--- config.mk ---
export PLATFORM = sky130hd
export DESIGN_NAME = bit_packer
export DESIGN_NICKNAME = d
export VERILOG_FILES = /design/src/rtl/bit_packer.sv
export SDC_FILE = /design/constraint.sdc
export NUM_CORES = 1
export LEC_CHECK = 0
export BUFFER_PORTS_ARGS = -buffer_cell sky130_fd_sc_hd__buf_2
export CAP_MARGIN = 10
export CORE_AREA = 10 10 47 49
export DETAILED_ROUTE_END_ITERATION = 10
export DIE_AREA = 0 0 57 59
export GPL_TIMING_DRIVEN = 0
export PLACE_DENSITY = 0.44
export SLEW_MARGIN = 40
export SYNTH_ARGS = -nofsm -noshare
export SYNTH_HDL_FRONTEND = slang
export SYNTH_SLANG_ARGS = --single-unit
--- constraint.sdc ---
create_clock -name vclk -period 3.4
set_input_delay 0.17 -clock vclk [all_inputs]
set_output_delay 0.17 -clock vclk [all_outputs]
set_load 0.005 [all_outputs]
--- src/rtl/bit_packer.sv ---
module bit_packer #(
  parameter int WIDTH = 8
) (
  input  logic [WIDTH-1:0]               din,
  output logic [$clog2(WIDTH+1)-1:0]     ones_cnt,
  output logic [WIDTH-1:0]               packed_out
);
  localparam int CW = $clog2(WIDTH+1);

  logic [CW-1:0] tally;

  always_comb begin
    tally = '0;
    for (int b = 0; b < WIDTH; b++)
      tally = tally + CW'(din[b]);
  end

  assign ones_cnt = tally;

  genvar k;
  generate
    for (k = 0; k < WIDTH; k++) begin : g_therm
      assign packed_out[WIDTH-1-k] = (CW'(k) < tally);
    end
  endgenerate

  logic [WIDTH-1:0] zero_tail;
  assign zero_tail = ~packed_out;

  always_comb begin
    p_count_r1: assert (ones_cnt == CW'($countones(din)))
      else $error("count mismatch");
    p_weight_r2: assert ($countones(packed_out) == int'(ones_cnt))
      else $error("output weight differs from count");
    p_shape_r3: assert ((zero_tail & (zero_tail + 1'b1)) == '0)
      else $error("output is not a thermometer code");
    p_bound_r4: assert (int'(ones_cnt) <= WIDTH)
      else $error("count out of range");
    p_empty_r5: assert (din != '0 || (packed_out == '0 && ones_cnt == '0))
      else $error("zero input not preserved");
    p_full_r6: assert (din != '1 || (packed_out == '1 && int'(ones_cnt) == WIDTH))
      else $error("full input not preserved");
  end
endmodule

; Word level (Yosys, flattened, before mapping)
; Index checks and enable logic that the tools add are counted.
[classes]
add_sub_neg = 7
magnitude_cmp = 8
[ops]
columns = operator, count
row1 = 4-bit by 1-bit adder with 4-bit output, 4
row2 = 3-bit by 4-bit less-than comparator with 1-bit output (first input constant), 4
row3 = 1-bit by 4-bit less-than comparator with 1-bit output (first input constant), 2
row4 = 2-bit by 4-bit less-than comparator with 1-bit output (first input constant), 2
row5 = 3-bit by 1-bit adder with 4-bit output, 1
row6 = 2-bit by 1-bit adder with 3-bit output, 1
row7 = 1-bit by 1-bit adder with 2-bit output, 1
[word_totals]
reg_bits = 0
in_bits = 8

; Longest topological paths before layout
[logic_depth]
ltp_word = 8
depth_mapped = 11
depth_no_buf = 11

; Worst setup path after synthesis
; No wires, ideal clock.
[synth_path]
path_kind = input-to-output
startpoint = input din[0]
endpoint = output packed_out[1]
arrival_ps = 2670
required_time_ps = 3230
path_slack_ps = 560
stages = 11
cell_sequence = fa_1 inv_1 fa_1 fa_1 inv_1 ha_1 inv_1 fa_1 inv_1 nand2_1 o21ai_1
[synth_via]
elab_chain_len = 8
[synth_rtl]
columns = element, line
row1 = from (decl), 4  ; input logic [WIDTH-1:0] din,
row2 = 1-bit by 1-bit adder with 2-bit output, 15  ; tally = tally + CW'(din[b]);
row3 = 2-bit by 1-bit adder with 3-bit output, 15
row4 = 3-bit by 1-bit adder with 4-bit output, 15
row5 = 4-bit by 1-bit adder with 4-bit output (4 in series), 15
row6 = named net ones_cnt[1], 5  ; output logic [$clog2(WIDTH+1)-1:0] ones_cnt,
row7 = 3-bit by 4-bit less-than comparator with 1-bit output, 23  ; assign packed_out[WIDTH-1-k] = (CW'(k) < tally);
row8 = to (decl), 6  ; output logic [WIDTH-1:0] packed_out
; The timed path passes the listed nets, and every way through them passes these cells.

; Final worst setup path
[layout_path]
startpoint = input din[0]
endpoint = output packed_out[7]
[layout_via]
elab_chain_len = 8
[layout_rtl]
columns = element, line
row1 = 1-bit by 1-bit adder with 2-bit output, 15
row2 = 2-bit by 1-bit adder with 3-bit output, 15
row3 = 3-bit by 1-bit adder with 4-bit output, 15
row4 = 4-bit by 1-bit adder with 4-bit output (4 in series), 15
row5 = 1-bit by 4-bit less-than comparator with 1-bit output, 23
; No other way between the ends.

==> impl_metrics.csv <==
group,metric,value,unit
run_status,outcome,"finished, final reports clean",
routing,via_per_inst,3.847,
synthesis,synth.yosys.warnings,0,
routing,route.vias.total,277,
place,placement.io_buffers,20,
timing,finalCritPeriodShare,0.9243,
finish,n_sequential_cell,0,
synthesis,dominant_combinational_cell_family_by_area_after_synthesis,"adder cells",
setup_path,crit_chain,"buf_2, fa_1, inv_1, fa_1, fa_1, inv_1, ha_1, inv_1, fa_1, nand2b_1, o21ai_2, nand2_1, buf_2",
routing,remaining_drc_errors,0,
setup_path,timing.critical_path.from,"din[0]",
setup_path,critical_path_buf_inv_count,5,
finish,nNetsFinal,73,
timing,drv_slew,0,
finish,drive_above_1_share,0.4107,
setup_path,timing.critical_path.slowest_cell_delay,520,ps
synthesis,synth_area_per_cell,6.951,um2
place,dp.final_hpwl,638.1,um
global_route,number_of_antenna_violations_at_the_first_check_in_global_routing,0,
routing,drtAntennaViolNets,0,
clock_tree,cts_hold_repair.buffers,0,
synthesis,synth_cell_type_count,11,
floorplan,initial_core_utilization,0.1786,
floorplan,core_area,0.001401,mm2
timing,finalCriticalPeriod,3143,ps
floorplan,std_cell_rows,14,
place,place_congestion,0.6901,
setup_path,peak_fanout_along_the_critical_path,4,
finish,syn_to_final_growth,48.00,%
synthesis,synth-compound-area-share,0.1250,
floorplan,num_io_pins,20,
synthesis,yosysMostFrequentCell,"sky130_fd_sc_hd__inv_1",
timing,grt_setup_unrepaired,"false",
min_path,hold_class,"in2out",
clock_tree,cts.repair_timing.setup_buffer_count,0,
synthesis,synth_commonest_cells,"14 x sky130_fd_sc_hd__inv_1, 5 x sky130_fd_sc_hd__nand2_1, 4 x sky130_fd_sc_hd__fa_1",
finish,post_layout_nonfiller_instances,72,
pwr,cellLeakagePower,0.2507,nW
synthesis,synthesis.instances,36,
job,timing.max_cap.violations,0,
synthesis,netlist_area_pre_place,250.2,um2
setup_path,worstPathArrival,2970,ps
timing,max-slew-margin-rel,0.8736,
floorplan,die_x,57,um
pwr,vdd.ir_drop.worst,0.07362,mV
floorplan,die_area,0.003363,mm2
floorplan,chipHeight,59,um
routing,detail_route.iter0.violations,1,
timing,fmax,318.2,MHz
finish,seq_area,0,um2
place,post-place-cells,72,
global_route,grt_pass1_vias,283,
timing,setup_viol_count_final,0,
setup_path,timing.setup.critical_path_class,"in2out",
routing,avgRoutedWirePerCell,9.236,um
global_route,groute.usage.overall,0.03905,
timing,setup_total_negative_slack,0,ps
timing,max_slew.worst_pin.slew,189.6,ps
synthesis,synth.area.top_cells,"sky130_fd_sc_hd__fa_1 32%, sky130_fd_sc_hd__inv_1 21%, sky130_fd_sc_hd__ha_1 15%, sky130_fd_sc_hd__nand2_1 7.5%, sky130_fd_sc_hd__o21ai_1 6.0%",
setup_path,critPathRequiredTime,3230,ps
setup_path,critPathMostFrequentCell,"sky130_fd_sc_hd__fa_1",
synthesis,synth_simple_gate_area_share,0.1650,
routing,wl,665,um
synthesis,synth_top_area_cell,"sky130_fd_sc_hd__fa_1",
setup_path,critPathSlowestCell,"sky130_fd_sc_hd__fa_1",
setup_path,crit_end,"packed_out[7]",
synthesis,yosys-mux-area-fraction,0,
setup_path,worst_setup_path_end_kind,"output port",
global_route,grt_max_degree,5,
finish,clock_buffers,0,
synthesis,synth_top_area_frac,0.3200,
setup_path,crit_cells,13,
synthesis,xor_and_xnor_area_share_after_synthesis,0,
timing,report.final.hold_viol_count,0,
global_route,overflow,0,
synthesis,synth_adder_area_share,0.4700,
clock_tree,cts_resized,0,
setup_path,startpoint_type,"input port",
routing,drtPass1Iterations,2,
finish,insertedDiodeCount,0,
global_route,grt_first_pass_wirelength,1.186,mm
synthesis,synth_sequential_area_ratio,0,
setup_path,worst_path_dominant_cell_family,"adder cells",
pwr,power_per_cell_area,463.6,mW/mm2
finish,fillCellCount,177,
synthesis,synthesis.nets,51,
[placed cells by master, fill, tap and decap left out]
cell type                  Yosys  routed
sky130_fd_sc_hd__a21o_1        1       1
sky130_fd_sc_hd__inv_1        14      14
sky130_fd_sc_hd__nand2b_1      2       2
sky130_fd_sc_hd__nor2_1        1       1
sky130_fd_sc_hd__buf_2         0      20
sky130_fd_sc_hd__nand2_1       5       5
sky130_fd_sc_hd__ha_1          3       3
sky130_fd_sc_hd__o21ai_1       3       3
sky130_fd_sc_hd__fa_1          4       4
sky130_fd_sc_hd__nand2_2       1       1
sky130_fd_sc_hd__buf_4         1       1
sky130_fd_sc_hd__o21ai_2       1       1
[kinds of logic (layout without fill, tap and decap cells)]
| family | after synthesis | after routing |
|---|---|---|
| buffers and inverters | 15 | 35 |
| and+or+nand+nor | 9 | 9 |
| adders and majority gates | 7 | 7 |
| AOI/OAI and AO/OA | 5 | 5 |
[how the worst min path moves through the flow]
stage | startpoint | to | slack [ps] | cells past startpoint
finish | din[2] | ones_cnt[0] | 690 | 3
global route | din[2] | ones_cnt[0] | 710 | 3
CTS | din[2] | ones_cnt[0] | 700 | 3
detailed placement | din[2] | ones_cnt[0] | 690 | 3
global placement | din[2] | ones_cnt[0] | 690 | 3
floorplan | din[2] | ones_cnt[0] | 490 | 1
[cell type report]
type | instances | area [um2] | share of cell area
Inverter | 14 | 52.55 | 0.1419
Timing Repair Buffer | 20 | 100.1 | 0.2703
Buffer | 1 | 7.507 | 0.02027
Tap cell | 16 | 20.02 | 0.05405
Multi-Input combinational cell | 21 | 190.2 | 0.5135
[metal layers]
layer	track usage	part of all wire
met1	0.04202	0.35
met2	0.07597	0.53
met3	0.01288	0.12
met4	0	0
met5	0	0
[power by group]
part | internal (mW) | switching [mW]
Sequential | 0 | 0
Clock | 0 | 0
Combinational | 0.0802 | 0.0915
[stage by stage]
step	area [um2]	utilization	hold WS, ps	power, mW	setup WS [ps]
floorplan	250.2	-	490.2	0.1022	559.6
global placement	370.4	0.2643	692.5	0.1768	242.4
detailed placement	370.4	0.2643	693.3	0.1771	230.9
CTS	370.4	0.2643	695.3	0.1781	227.7
global route	370.4	0.2643	714.4	0.2032	17.35
finish	370.4	0.2643	692.1	0.1717	257.3
(Power assumes the default switching activity.)
